File: src/rtl/crs_pkg.sv
package crs_pkg;

    typedef enum logic [2:0] {
        ST_EMPTY    = 3'd0,
        ST_USB_ONLY = 3'd1,
        ST_HOLD     = 3'd2,
        ST_WAIT     = 3'd3,
        ST_RUN      = 3'd4
    } crs_state_e;

endpackage

File: src/rtl/crs_sync.sv
module crs_sync #(
    parameter int              W       = 7,
    parameter int              STAGES  = 2,
    parameter logic [W-1:0]    RST_VAL = '0
) (
    input  logic         clk,
    input  logic         rst_n,
    input  logic [W-1:0] din,
    output logic [W-1:0] dout
);

    logic [W-1:0] stg [STAGES];

    for (genvar g = 0; g < STAGES; g++) begin : g_stage
        if (g == 0) begin : g_first
            always_ff @(posedge clk or negedge rst_n) begin
                if (!rst_n) stg[0] <= RST_VAL;
                else        stg[0] <= din;
            end
        end else begin : g_next
            always_ff @(posedge clk or negedge rst_n) begin
                if (!rst_n) stg[g] <= RST_VAL;
                else        stg[g] <= stg[g-1];
            end
        end
    end

    assign dout = stg[STAGES-1];

endmodule

File: src/rtl/crs_dly_cnt.sv
module crs_dly_cnt #(
    parameter int          DLY_W     = 24,
    parameter int unsigned MIN_TICKS = 1,
    parameter int unsigned MAX_TICKS = 1
) (
    input  logic             clk,
    input  logic             rst_n,
    input  logic             run,
    input  logic [DLY_W-1:0] dly_ticks,
    output logic             done
);

    // A zero-tick window would never finish; keep at least one tick.
    localparam int unsigned LO_TICKS = (MIN_TICKS < 1) ? 1 : MIN_TICKS;
    localparam int unsigned HI_TICKS = (MAX_TICKS < LO_TICKS) ? LO_TICKS : MAX_TICKS;
    localparam logic [DLY_W-1:0] LO = DLY_W'(LO_TICKS);
    localparam logic [DLY_W-1:0] HI = DLY_W'(HI_TICKS);

    logic [DLY_W-1:0] eff;
    logic [DLY_W-1:0] cnt;

    always_comb begin
        if (dly_ticks < LO)      eff = LO;
        else if (dly_ticks > HI) eff = HI;
        else                     eff = dly_ticks;
    end

    assign done = run && (cnt >= eff - DLY_W'(1));

    // The count is cleared whenever the machine is outside its wait state,
    // so any break in qualification restarts the delay.
    always_ff @(posedge clk or negedge rst_n) begin
        if (!rst_n)     cnt <= '0;
        else if (!run)  cnt <= '0;
        else if (!done) cnt <= cnt + DLY_W'(1);
    end

endmodule

File: src/rtl/crs_fsm.sv
module crs_fsm
    import crs_pkg::*;
(
    input  logic clk,
    input  logic rst_n,
    input  logic rails_ok,
    input  logic card_pcie,
    input  logic card_usb,
    input  logic host_go,
    input  logic enabled,
    input  logic dly_done,
    output logic cnt_run,
    output logic perst_n,
    output logic refclk_on
);

    crs_state_e state_q;
    crs_state_e state_d;
    crs_state_e idle_pick;
    logic       clk_qual;

    assign clk_qual  = rails_ok && card_pcie && enabled;
    assign idle_pick = (card_usb && !card_pcie) ? ST_USB_ONLY : ST_EMPTY;

    always_comb begin
        state_d = state_q;
        unique case (state_q)
            ST_EMPTY, ST_USB_ONLY: begin
                if (clk_qual) state_d = host_go ? ST_WAIT : ST_HOLD;
                else          state_d = idle_pick;
            end
            ST_HOLD: begin
                if (!clk_qual)    state_d = idle_pick;
                else if (host_go) state_d = ST_WAIT;
            end
            ST_WAIT: begin
                if (!clk_qual)     state_d = idle_pick;
                else if (!host_go) state_d = ST_HOLD;
                else if (dly_done) state_d = ST_RUN;
            end
            ST_RUN: begin
                if (!clk_qual)     state_d = idle_pick;
                else if (!host_go) state_d = ST_HOLD;
            end
            default: state_d = ST_EMPTY;
        endcase
    end

    always_ff @(posedge clk or negedge rst_n) begin
        if (!rst_n) state_q <= ST_EMPTY;
        else        state_q <= state_d;
    end

    always_ff @(posedge clk or negedge rst_n) begin
        if (!rst_n) begin
            perst_n   <= 1'b0;
            refclk_on <= 1'b0;
        end else begin
            perst_n   <= (state_d == ST_RUN);
            refclk_on <= (state_d == ST_HOLD) || (state_d == ST_WAIT) ||
                         (state_d == ST_RUN);
        end
    end

    assign cnt_run = (state_q == ST_WAIT);

endmodule

File: src/rtl/card_rst_seq.sv
module card_rst_seq #(
    parameter int N_RAILS       = 3,
    parameter int CLK_PERIOD_NS = 4,
    parameter int DLY_MIN_NS    = 4_000_000,
    parameter int DLY_MAX_NS    = 20_000_000,
    parameter int DLY_W         = 24,
    parameter int SYNC_STAGES   = 2,
    parameter int FAST_BOUND_NS = 500
) (
    input  logic               clk,
    input  logic               rst_n,
    input  logic [N_RAILS-1:0] pg_ok,
    input  logic               host_rst_req_n,
    input  logic               pcie_det_n,
    input  logic               usb_det_n,
    input  logic               chip_en,
    input  logic [DLY_W-1:0]   dly_ticks,
    output logic               card_perst_n,
    output logic               refclk_en
);

    localparam int unsigned MIN_TICKS = (DLY_MIN_NS + CLK_PERIOD_NS - 1) / CLK_PERIOD_NS;
    localparam int unsigned MAX_TICKS = DLY_MAX_NS / CLK_PERIOD_NS;
    localparam int          SV_W      = N_RAILS + 4;
    localparam int          B_EN      = N_RAILS;
    localparam int          B_HOST    = N_RAILS + 1;
    localparam int          B_PCIE    = N_RAILS + 2;
    localparam int          B_USB     = N_RAILS + 3;
    // Inactive view: both detects absent, host holding reset, block disabled.
    localparam logic [SV_W-1:0] SV_IDLE = {2'b11, 2'b00, {N_RAILS{1'b0}}};

    logic [SV_W-1:0] raw_v;
    logic [SV_W-1:0] syn_v;
    logic            cnt_run;
    logic            dly_done;

    assign raw_v = {usb_det_n, pcie_det_n, host_rst_req_n, chip_en, pg_ok};

    crs_sync #(
        .W       (SV_W),
        .STAGES  (SYNC_STAGES),
        .RST_VAL (SV_IDLE)
    ) u_sync (
        .clk   (clk),
        .rst_n (rst_n),
        .din   (raw_v),
        .dout  (syn_v)
    );

    crs_dly_cnt #(
        .DLY_W     (DLY_W),
        .MIN_TICKS (MIN_TICKS),
        .MAX_TICKS (MAX_TICKS)
    ) u_dly (
        .clk       (clk),
        .rst_n     (rst_n),
        .run       (cnt_run),
        .dly_ticks (dly_ticks),
        .done      (dly_done)
    );

    crs_fsm u_fsm (
        .clk       (clk),
        .rst_n     (rst_n),
        .rails_ok  (&syn_v[N_RAILS-1:0]),
        .card_pcie (!syn_v[B_PCIE]),
        .card_usb  (!syn_v[B_USB]),
        .host_go   (syn_v[B_HOST]),
        .enabled   (syn_v[B_EN]),
        .dly_done  (dly_done),
        .cnt_run   (cnt_run),
        .perst_n   (card_perst_n),
        .refclk_on (refclk_en)
    );

endmodule

File: config.mk
export PLATFORM = sky130hd
export DESIGN_NAME = card_rst_seq
export DESIGN_NICKNAME = d
export VERILOG_FILES = /design/src/rtl/crs_pkg.sv /design/src/rtl/crs_sync.sv /design/src/rtl/crs_dly_cnt.sv /design/src/rtl/crs_fsm.sv /design/src/rtl/card_rst_seq.sv
export SDC_FILE = /design/constraint.sdc
export NUM_CORES = 1
export LEC_CHECK = 0
export BUFFER_PORTS_ARGS = -buffer_cell sky130_fd_sc_hd__buf_2
export CAP_MARGIN = 20
export CELL_PAD_IN_SITES_DETAIL_PLACEMENT = 2
export CELL_PAD_IN_SITES_GLOBAL_PLACEMENT = 2
export CORE_ASPECT_RATIO = 2
export CORE_UTILIZATION = 35
export DETAILED_ROUTE_END_ITERATION = 10
export MAX_ROUTING_LAYER = met4
export PLACE_DENSITY = 0.75
export SETUP_SLACK_MARGIN = 0.1
export SLEW_MARGIN = 40
export SYNTH_ARGS = -nofsm -noshare
export SYNTH_HDL_FRONTEND = slang
export SYNTH_SLANG_ARGS = --single-unit
File: constraint.sdc
create_clock -name clk -period 3.4 [get_ports clk]
set_input_delay 0.34 -clock clk [delete_from_list [all_inputs] [get_ports clk]]
set_output_delay 0.34 -clock clk [all_outputs]
set_load 0.05 [all_outputs]
* Yosys cells after proc, flatten, opt, wreduce, memory -nomap -nowiden
Cells that the tools add are included.
Operators by class: bitwise operators 0, div/mod/pow operators 0, multipliers 0, eq/ne operators 8, muxes and demuxes 15, shifts and indexed selects 0, order comparisons 3, add/sub/neg operators 2, reduce and logical (&&, ||, !) cells 11
Operator list (count):
- 24-bit two-way mux | 4
- 24-bit by 1-bit adder with 24-bit output, second input constant | 1
- 24-bit >= comparator | 1
- 24-bit by 23-bit greater-than comparator with 1-bit output, second input constant | 1
- 24-bit by 20-bit < comparator with 1-bit output, second input constant | 1
- 3-bit two-way mux | 8
- 24-bit by 1-bit subtractor with 24-bit output, second input constant | 1
- 3-bit by 2-bit equality test with 1-bit output, second input constant | 4
- 3-bit case mux with 4 select lines | 1
- 3-bit equality test, second input constant | 2
- 1-bit logical AND | 4
- 3-bit by 1-bit equality test with 1-bit output, second input constant | 1
- 3-bit zero test | 1
- 3-bit AND reduction | 1
- 1-bit zero test | 2
- 1-bit logical OR | 2
- 1-bit two-way mux | 2
- 2-bit != test, second input constant | 1
- 2-bit OR reduction | 1
Storage, ports and cells: flip-flop bits (word level) 43, bits of input ports 33, memories kept 0, bits in read-only memories 0, logic and storage cells 45, latch bits 0, bits in writable memories 0

* Logic depth before layout (Yosys ltp)
Gate-level depths: netlist of the first run.
depth after elaboration 13, depth in mapped cells 23

* Cells and area by module
From an unflattened synthesis of the first run, not the netlist that was laid out.
Unflattened totals: cell total of the unflattened synthesis 427, area total of the unflattened synthesis 3619.7 sq um
By module, submodules not included:
- crs_dly_cnt | instances 1, cells an instance 379, area each 2954.1 sq um, sequential area each 600.6 sq um
- crs_sync | instances 1, cells an instance 21, area each 407.9 sq um, sequential area each 355.3 sq um
- crs_fsm | instances 1, cells an instance 24, area each 244.0 sq um, sequential area each 125.1 sq um
- card_rst_seq | instances 1, cells an instance 3, area each 13.8 sq um, sequential area each 0.0 sq um

* Worst setup path before layout of the first run
No wires, ideal clock.
path type input-to-reg, from input dly_ticks[8], to register u_dly.cnt[8], stages 21, arrival 5.053 ns, slack -1.719 ns, cells stage by stage or3_1 > a2111oi_0 > o41a_1 > a21oi_1 > clkbuf_1 > nand2_1 > ha_1 > and2_1 > nand3_1 > nor3_1 > xor2_1 > nor2_1 > ha_1 > and3_4 > a221o_1 > a221o_1 > buf_6 > a211o_1 > buf_6 > or4_1 > nand2_1
On the way: longest elaborated chain between the ends 7, elaborated cells between the ends (all ways) 8, classes of those cells 1 x add/sub; 3 x order compare; 1 x eq/ne; 2 x mux; 1 x reduce/logical
Ends and longest elaborated chain:
- start, declared | RTL line card_rst_seq.sv:17 | input logic [DLY_W-1:0] dly_ticks,
- 24-bit by 23-bit greater-than comparator with 1-bit output | RTL line crs_dly_cnt.sv:24 | else if (dly_ticks > HI) eff = HI;
- 24-bit two-way mux | RTL line crs_dly_cnt.sv:24
- 24-bit two-way mux * | RTL line crs_dly_cnt.sv:23 | if (dly_ticks < LO) eff = LO;
- 24-bit by 1-bit subtractor with 24-bit output * | RTL line crs_dly_cnt.sv:28 | assign done = run && (cnt >= eff - DLY_W'(1));
- 24-bit >= comparator * | RTL line crs_dly_cnt.sv:28
- 1-bit logical AND * | RTL line crs_dly_cnt.sv:28
- 2-bit != test (no source line) *
- end signal, assigned | RTL line crs_dly_cnt.sv:35 | else if (!done) cnt <= cnt + DLY_W'(1);
- end, declared | RTL line crs_dly_cnt.sv:20 | logic [DLY_W-1:0] cnt;
Every way passes the cells marked *; elsewhere a longest branch is shown, timed or not. A chain may end at the register's enable or synchronous reset.

* Worst setup path after layout of the first run
from input dly_ticks[8], to register u_dly.cnt[6]
Same word-level chain as after synthesis.

==> run metrics, run 1 <==
critical-path cell list buf_6 > or3_4 > a2111oi_4 > o41a_1 > a21oi_4 > buf_6 > nand2_4 > ha_4 > and2_4 > nand3_4 > nor3_4 > xor2_1 > nor2_1 > ha_1 > a21o_2 > a221o_1 > a221o_1 > a211o_4 > buf_12 > buf_4 > o21ai_0 > a21oi_1; DR iter-0 viols 200; Yosys warning total 0; post-synth cell types 56; Core Box Area 8710 µm²; WS Path Type input pin to flop; area share of and/or/nand/nor cells after synthesis 27.5%; Pre-antenna DRT Iters 4; Synth Register Bits 43; cts bufs inserted 5; placed cells 562; unrepaired setup endpoints after global routing yes; Crit path arrival time 4900 ps; DR WL/cell 32.9 µm; Setup Skew 16.7 ps; Worst Tran Pin Value 639 ps; clock buffer depth 2; total grt overflow 0; static leakage 0.00218 µW; Synth-to-Final Area Change 53.3%; non-filler cells, final 592; setup TNS -32920 ps; Post-synth EDFFs 0; sequential fraction of the synthesis area 34.0%; commonest non-fill, non-tap cells in the layout 91 x buf_4, 40 x nand2_1, 39 x dfrtp_1; Crit-path slowest cell or3_4; Initial Util 36.5%; first-pass GRT wire length 26500 µm; ys async rst share 100%; post-synthesis compound-gate area fraction 19.9%; FF-to-FF Start u_dly.cnt[0]$_DFFE_PN0P_; largest net degree at the start of global routing 44; vias in the first global route 4503; average size of a mapped cell 8.72 µm²; via count 3963; Horiz. Die Dim 69.4 µm; latest clock arrival within the worst-skew pair 300 ps; Peak supply drop 0.682 mV; adder-cell share of the synthesized area 10.2%; num ports 35; PD cells 293 nW/µm²; root buffer cell clkbuf_16; XOR/XNOR Fraction of Synth Area 4.96%; Top Family by Delay on Critical Path compound AO/OA/AOI/OAI gates; fmax 211 MHz; Syn Nets 423; Reg2Reg Setup Slack 240 ps; Final Cycle Share 139%; DIE HEIGHT 137 µm; Final #Nets 550; final worst path period need 4740 ps; antenna-violating nets left 0; buffers and inverters on the worst path 4; area of the die 9480 µm²; worst reg2reg endpoint u_dly.cnt[6]$_DFFE_PN0P_; CP startpoint kind input pin; CP Data Required Time 3560 ps; Clock Sinks 43; status complete, but fails checks; crit-path max cell delay 410 ps; Critical Path Fanout Max 13; largest family of logic cells by synthesized area simple AND/OR/NAND/NOR gates; Max-cap violations 0; crit end category flop; Util after Layout 55.9%; Cell Area, Synth 3180 µm²; GRT Util Overall 39.3%; initial antenna violation count 0; proportion of synthesized area in mux cells 0.315%; Rows 48; most common cell after layout, fill and taps aside buf_4; drc violations 0; Final WS setup -1340 ps; final setup fails 28; H-tree lvl count 2; Slew Viols, Final 0; most common flop cell mapped by yosys dfrtp_1; final hold vios 0; Worst R2R Path Depth 10; layout cells sized above 1 43.5%; antenna diode count 0; IO Port Bufs 34; Post-DP HPWL 9780 µm; worst min path class input pin to async pin; Routed WL 19500 µm; Cells after Synth 364; drt via density 6.69; CTS clk-pin slew, worst paths 70 ps; Max-slew headroom 57.4%; Fin Hold WS 20.4 ps; gpl congestion 0.882; total power 1430 µW; CTS tree yes; failing checks negative setup slack
[synthesized netlist by cell type (3+ instances only)]
cell type	instances	area, µm²
or3_1	7	43.8
nand3b_1	4	30.0
a31o_2	7	61.3
nand2b_1	5	31.3
and4_1	4	35.0
nand2_1	44	165
nand4_1	14	87.6
xor2_1	10	87.6
ha_1	26	325
a21oi_1	28	140
xnor2_1	8	70.1
and3_1	8	50.1
dfstp_2	4	105
and2_1	7	43.8
nand3_1	17	85.1
a21o_1	4	30.0
nor4_1	8	50.1
clkbuf_1	11	41.3
o31ai_1	3	22.5
nor3_1	8	40.0
o21ai_0	14	70.1
inv_1	6	22.5
dfrtp_1	39	976
nor2_1	32	120
[power breakdown]
group | total (µW) | internal, µW | switching [µW]
registers | 530 | 523 | 6.78
clock network | 652 | 422 | 230
logic | 245 | 108 | 138
total | 1430 | 1050 | 375
[layer usage]
layer	GRT usage [%]	wire [µm]	part of all wire (%)
met1	34.0	5880	30
met2	74.0	10500	54
met3	5.23	972	5.0
met4	31.7	2100	11
met5	-	0	0
[state kept, by name, indices dropped and copies added, names as in the netlist]
signal           cells
u_fsm.refclk_on      1
u_fsm.state_q        3
u_dly.cnt           24
u_sync.dout          7
u_fsm.perst_n        1
u_sync.stg           7
[worst register-to-register path, cell delays in order, from the launching register on]
cell,delay (ps)
dfrtp_1,480
inv_1,90
ha_1,300
nor3b_1,340
o21ai_2,170
a2111o_1,540
a211o_4,410
buf_12,160
buf_4,140
o21ai_0,260
a21oi_1,140
[how the worst max path moves through the flow]
stage,startpoint,to,slack [ps],depth (start not counted)
2_1_floorplan,dly_ticks[12],u_dly.cnt[8]$_DFFE_PN0P_,-1200,21
3_3_place_gp,dly_ticks[12],u_dly.cnt[21]$_DFFE_PN0P_,-1490,20
3_5_place_dp,dly_ticks[12],u_dly.cnt[20]$_DFFE_PN0P_,-1600,19
4_1_cts,dly_ticks[12],u_dly.cnt[20]$_DFFE_PN0P_,-1040,22
5_1_grt,dly_ticks[8],u_dly.cnt[6]$_DFFE_PN0P_,-1430,22
6_report,dly_ticks[8],u_dly.cnt[6]$_DFFE_PN0P_,-1340,22
[cells by family (layout without fill, tap and decap cells)]
family	after synthesis	in the layout
other	1	1
adders and majority gates	26	26
muxes	1	1
and+or+nand+nor	169	169
buffers and inverters	20	148
AOI/OAI and AO/OA	86	86
xor gates and xnor gates	18	18
DFF	43	43
[final cells by class]
class	count	area, µm²
clock buffers	5	125
multi-input cells	301	2440
flip-flops and latches	43	1080
clock inverters	3	67.6
well taps	100	125
fillers	888	3840
repair buffers	134	1000
inverters	6	22.5
[repair_timing]
| item | CTS | global route |
|---|---|---|
| setup buffers | 16 | 7 |
| resized for setup | 59 | 25 |
| endpoints found under the setup margin | 28 | 28 |
| pin swaps | 32 | 20 |
| hold buffers | 0 | 0 |
[per-stage QoR]
step / instance area (µm²) / setup WS, ps
2_1_floorplan: 3280 / -1200
6_report: 4870 / -1340
5_1_grt: 4870 / -1430
3_5_place_dp: 4110 / -1600
3_3_place_gp: 4110 / -1490
4_1_cts: 4700 / -1040
(Power assumes the default switching activity.)
==> run 2, diff against run 1 <==
Settings changed: REMOVE_ABC_BUFFERS set to 1.
==> run metrics, run 2 (synthesized netlist as in run 1, its figures left out) <==
max FFs per register 24 (unchanged); CP startpoint kind input pin (unchanged); Rows 48 (unchanged); clock buffer depth 2 (unchanged); clock group share of total power 38.5% (was 45.7%); gpl congestion 0.888 (was 0.882); drt via density 6.76 (was 6.69); crit end category flop (unchanged); antenna diode count 0 (unchanged); DR iter-0 viols 278 (was 200); crit path launch dly_ticks[12] (was dly_ticks[8]); Peak supply drop 0.646 mV (was 0.682 mV); most common cell after layout, fill and taps aside buf_4 (unchanged); Slew Viols, Final 0 (unchanged); first-pass GRT wire length 25700 µm (was 26500 µm); root buffer cell clkbuf_16 (unchanged); fmax 197 MHz (was 211 MHz); unrepaired setup endpoints after global routing yes (unchanged); num ports 35 (unchanged); status complete, but fails checks (unchanged); Worst Tran Pin Value 754 ps (was 639 ps); IO Port Bufs 34 (unchanged); setup TNS -38620 ps (was -32920 ps); Horiz. Die Dim 69.4 µm (unchanged); Critical Path Fanout Max 5 (was 13); drc violations 0 (unchanged); cts hold-fix bufs 0 (unchanged); H-tree lvl count 2 (unchanged); final hold vios 0 (unchanged); Initial Util 36.5% (unchanged); Post-DP HPWL 9730 µm (was 9780 µm); total grt overflow 0 (unchanged); final setup fails 28 (unchanged); via count 4114 (was 3963); GRT Util Overall 37.9% (was 39.3%); initial antenna violation count 0 (unchanged); antenna-violating nets left 0 (unchanged); worst min path class input pin to async pin (unchanged); Pre-antenna DRT Iters 4 (unchanged); Crit path arrival time 5300 ps (was 4900 ps); area of the die 9480 µm² (unchanged); Core Box Area 8710 µm² (unchanged); Net Sw Frac 29.9% (was 26.3%); Comb power frac 20.6% (was 17.2%); highest metal used met4 (unchanged); DR WL/cell 34.9 µm (was 32.9 µm); cell-internal power 907 µW (was 1050 µW); Final #Nets 567 (was 550); failing checks negative setup slack (unchanged); vias in the first global route 4418 (was 4503); Seq pwr share 41.0% (was 37.1%); CTS clk-pin slew, worst paths 70 ps (about the same); CTS tree yes (unchanged); met1 WL 6670 µm (was 5880 µm); total power 1290 µW (was 1430 µW); layout cells sized above 1 47.5% (was 43.5%); met2 WL 10900 µm (was 10500 µm); Setup Skew 11.8 ps (was 16.7 ps); latest clock arrival within the worst-skew pair 300 ps (about the same); commonest non-fill, non-tap cells in the layout 99 x buf_4, 40 x nand2_1, 39 x dfrtp_1 (was 91 x buf_4, 40 x nand2_1, 39 x dfrtp_1); CP Data Required Time 3620 ps (was 3560 ps); Final WS setup -1680 ps (was -1340 ps); Clock Sinks 43 (unchanged); final worst path period need 5080 ps (was 4740 ps); Synth-to-Final Area Change 57.8% (was 53.3%); cts bufs inserted 5 (unchanged); Max-slew headroom 49.1% (was 57.4%); met3 wire length 1160 µm (was 972 µm); Routed WL 21200 µm (was 19500 µm); PD cells 258 nW/µm² (was 293 nW/µm²); Largest Register u_dly.cnt (unchanged); Max-cap violations 0 (unchanged); DIE HEIGHT 137 µm (unchanged); switching power total 386 µW (was 375 µW); WS Path Type input pin to flop (unchanged); largest net degree at the start of global routing 44 (unchanged); static leakage 0.00224 µW (was 0.00218 µW); Final Cycle Share 149% (was 139%); FF-to-FF Start u_dly.cnt[11]$_DFFE_PN0P_ (was u_dly.cnt[0]$_DFFE_PN0P_)
run 2: final cells by class:
cell class / instances / area (µm²)
clock buffer: 5 / 125
clock inverter: 3 / 20.0
fill: 867 / 3700
inverter: 6 / 22.5
multi-input combinational: 301 / 2490
sequential: 43 / 1080
tap: 100 / 125
timing repair buffer: 151 / 1150
run 2: routing by layer:
metal / GRT usage [%] / up-vias
li1: - / 1657
met1: 33.0 / 2043
met2: 70.7 / 252
met3: 3.90 / 162
met4: 32.9 / 0
met5: - / -
run 2: metrics by stage:
stage	utilization, %	setup WS (ps)	std cells	hold slack [ps]	instance area, µm²
6_report	57.5	-1680	609	17.0	5010
5_1_grt	57.5	-1780	609	71.8	5010
4_1_cts	52.6	-1110	588	52.5	4580
3_5_place_dp	45.7	-1790	561	337	3980
3_3_place_gp	45.7	-1590	561	337	3980
2_1_floorplan	-	-1800	350	44.4	3110
run 2: repair_timing:
action                                  4_1_cts  5_1_grt
resized for setup                            68       57
pin swaps                                    44       39
buffers inserted                             19       21
endpoints found under the setup margin       28       28
run 2: worst paths after layout:
path / to / slack, ps / cells after the start
max: u_dly.cnt[21]$_DFFE_PN0P_ / -1680 / 23
min: u_dly.cnt[18]$_DFFE_PN0P_ / 20 / 1
max reg2reg: u_dly.cnt[21]$_DFFE_PN0P_ / 50 / 10
min reg2reg: u_sync.dout[1]$_DFF_PN0_ / 350 / 0
max in group asynchronous: u_sync.stg[13]$_DFF_PN1_ / 3000 / 1
min in group clk: u_sync.stg[12]$_DFF_PN1_ / 140 / 1
run 2: power by group through the flow:
stage / logic (µW) / clock network, µW / registers [µW]
2_1_floorplan: 62.9 / 0 / 536
3_3_place_gp: 174 / 0 / 537
3_5_place_dp: 186 / 0 / 537
4_1_cts: 214 / 489 / 528
5_1_grt: 276 / 516 / 530
6_report: 266 / 498 / 530
run 2: critical path: stages:
cell and delay (ps):
buf_6 100, or3_4 410, buf_4 180, nor3_4 230, a31oi_4 150, a21oi_2 190, buf_6 150, nand2_4 70
ha_4 170, and2_4 150, buf_4 150, o311ai_1 390, buf_4 200, ha_1 240, a21oi_1 220, nor2b_1 100
a2111o_1 460, buf_4 170, buf_4 180, a2111oi_4 470, buf_4 240, nand4_1 130, a21oi_2 200
==> run 3, diff against run 2 <==
Settings changed: ABC_CLOCK_PERIOD_IN_PS set to 5000.
Clock period 3.4 ns to 5 ns, I/O delays scaled along.
==> run metrics, run 3 (synthesized netlist as in run 1, its figures left out) <==
Largest Register u_dly.cnt (unchanged); cts bufs inserted 5 (unchanged); H-tree lvl count 2 (unchanged); fmax 199 MHz; FF-to-FF Start u_dly.cnt[14]$_DFFE_PN0P_ (was u_dly.cnt[11]$_DFFE_PN0P_); Synth-to-Final Area Change 35.8% (was 57.8%); WS Path Type input pin to flop (unchanged); final worst path period need 5030 ps; antenna diode count 0 (unchanged); CTS tree yes (unchanged); clock buffer depth 2 (unchanged); failing checks negative setup slack (unchanged); crit end category flop (unchanged); num ports 35 (unchanged); final setup fails 1 (was 28); CP Data Required Time 5210 ps (was 3620 ps); Final Cycle Share 101%; Rows 48 (unchanged); total power 914 µW (was 1290 µW); Core Box Area 8710 µm² (unchanged); max FFs per register 24 (unchanged); CP startpoint kind input pin (unchanged); via count 3405 (was 4114); Critical Path Fanout Max 4 (was 5); drc violations 0 (unchanged); buffers and inverters on the worst path 4 (was 8); DR WL/cell 23.2 µm (was 34.9 µm); Horiz. Die Dim 69.4 µm (unchanged); Final WS setup -26.1 ps (was -1680 ps); Worst R2R Path Depth 8 (was 10); Crit-path slowest cell or4b_4 (was a2111oi_4); critical-path cell list buf_2 > or3_4 > a2111oi_4 > buf_4 > o41a_1 > a21oi_2 > buf_6 > nand2_4 > ha_4 > and2_4 > nand3_4 > nor3_4 > xor2_1 > nor2_1 > ha_1 > a21o_2 > a221o_1 > a221o_1 > buf_6 > a2111oi_4 > or4b_4 > a21oi_2 (was buf_6 > or3_4 > buf_4 > nor3_4 > a31oi_4 > a21oi_2 > buf_6 > nand2_4 > ha_4 > and2_4 > buf_4 > o311ai_1 > buf_4 > ha_1 > a21oi_1 > nor2b_1 > a2111o_1 > buf_4 > buf_4 > a2111oi_4 > buf_4 > nand4_1 > a21oi_2); area of the die 9480 µm² (unchanged); drt via density 6.15 (was 6.76); Setup Skew 6.95 ps (was 11.8 ps); root buffer cell clkbuf_16 (unchanged); Top Family by Delay on Critical Path compound AO/OA/AOI/OAI gates (unchanged); first-pass GRT wire length 18600 µm (was 25700 µm); total grt overflow 0 (unchanged); Final #Nets 512 (was 567); Pre-antenna DRT Iters 4 (unchanged); Worst Tran Pin Value 803 ps (was 754 ps); gpl congestion 0.893 (was 0.888); Max-slew headroom 46.0% (was 49.1%); unrepaired setup endpoints after global routing yes (unchanged); Slew Viols, Final 0 (unchanged); status complete, but fails checks (unchanged); Routed WL 12900 µm (was 21200 µm); vias in the first global route 3707 (was 4418); worst reg2reg endpoint u_dly.cnt[20]$_DFFE_PN0P_ (was u_dly.cnt[21]$_DFFE_PN0P_); commonest non-fill, non-tap cells in the layout 57 x buf_4, 42 x nand2_1, 39 x dfrtp_1 (was 99 x buf_4, 40 x nand2_1, 39 x dfrtp_1); final instance area 4310 µm² (was 5010 µm²); latest clock arrival within the worst-skew pair 300 ps (about the same); largest net degree at the start of global routing 44 (unchanged); PD cells 212 nW/µm² (was 258 nW/µm²); Initial Util 36.5% (unchanged); DIE HEIGHT 137 µm (unchanged); DR iter-0 viols 72 (was 278); Clock Sinks 43 (unchanged); worst min path class input pin to async pin (unchanged); most common cell after layout, fill and taps aside buf_4 (unchanged); area of the multi-input gates 2230 µm² (was 2490 µm²); antenna-violating nets left 0 (unchanged); Max-cap violations 0 (unchanged); initial antenna violation count 0 (unchanged); layout cells sized above 1 32.8% (was 47.5%); placed cell areas 3780 µm² (was 3980 µm²); IO Port Bufs 34 (unchanged); Peak supply drop 0.310 mV (was 0.646 mV); CTS clk-pin slew, worst paths 60 ps (was 70 ps); final hold vios 0 (unchanged); Register Area 1080 µm² (unchanged); Crit path arrival time 5240 ps (was 5300 ps); Fillers 954 (was 867); Reg2Reg Setup Slack 2000 ps (was 50 ps); crit-path max cell delay 510 ps (was 470 ps); cts hold-fix bufs 0 (unchanged); static leakage 0.00193 µW (was 0.00224 µW); Post-DP HPWL 8890 µm (was 9730 µm); GRT Util Overall 26.5% (was 37.9%)
==> run 3: changes by cell type in the layout (fill, tap and decap cells not counted), moves of 4 or more <==
cell / before / now
buf_4: 99 / 57
buf_6: 23 / 6
a21oi_1: 15 / 22
a21oi_2: 13 / 6
o21ai_0: 6 / 13
buf_2: 29 / 33
nand3_1: 12 / 16
o21ai_1: 5 / 1
==> run 3: worst max path at each step <==
stage / start / slack [ps] / to / cells past startpoint
floorplan: dly_ticks[8] / -360 / u_dly.cnt[23]$_DFFE_PN0P_ / 18
global placement: dly_ticks[8] / -190 / u_dly.cnt[20]$_DFFE_PN0P_ / 22
detailed placement: dly_ticks[8] / -460 / u_dly.cnt[20]$_DFFE_PN0P_ / 22
CTS: dly_ticks[12] / 110 / u_dly.cnt[20]$_DFFE_PN0P_ / 22
global route: dly_ticks[8] / -180 / u_dly.cnt[20]$_DFFE_PN0P_ / 22
finish: dly_ticks[8] / -30 / u_dly.cnt[20]$_DFFE_PN0P_ / 22
==> run 3: repair_timing <==
item                                   4_1_cts  5_1_grt
setup endpoints to repair                   26       28
pin swaps                                   13       37
setup buffers                                5        6
endpoints found under the hold margin        0        0
gates cloned                                 0        1
gates resized for setup                     16       33
==> run 3: per-layer routing <==
metal,vias up,wire (µm),GRT usage [%]
met4,0,895,16.4
met1,1707,4250,22.8
met2,97,7460,53.7
met5,-,0,-
met3,59,267,1.69
li1,1542,-,-
==> run 3: layout make-up <==
type	instances	share of cell area [%]
clock buffers	5	2.90
clock inverters	3	1.57
inverters	6	0.522
multi-input cells	301	51.7
flip-flops and latches	43	25.1
well taps	100	2.90
repair buffers	96	15.3
==> run 3: stage by stage <==
step / TNS, ps / instances / setup WS, ps / util, % / hold WS [ps]
after global routing: -896 / 554 / -176 / 49.5 / 253
final: -26.1 / 554 / -26.1 / 49.5 / 195
after CTS: 0 / 547 / 114 / 47.1 / 219
after global placement: -2270 / 533 / -185 / 43.3 / 336
after floorplan: -1740 / 350 / -360 / - / 204
after detailed placement: -8390 / 534 / -463 / 43.5 / 340
==> run 3: power by group <==
part / internal, µW / switching, µW / total [µW] / leakage (µW)
Sequential: 356 / 3.17 / 359 / 0.000563
Clock: 286 / 144 / 430 / 0.0000900
Combinational: 52.6 / 72.8 / 125 / 0.00127
Total: 694 / 220 / 914 / 0.00193
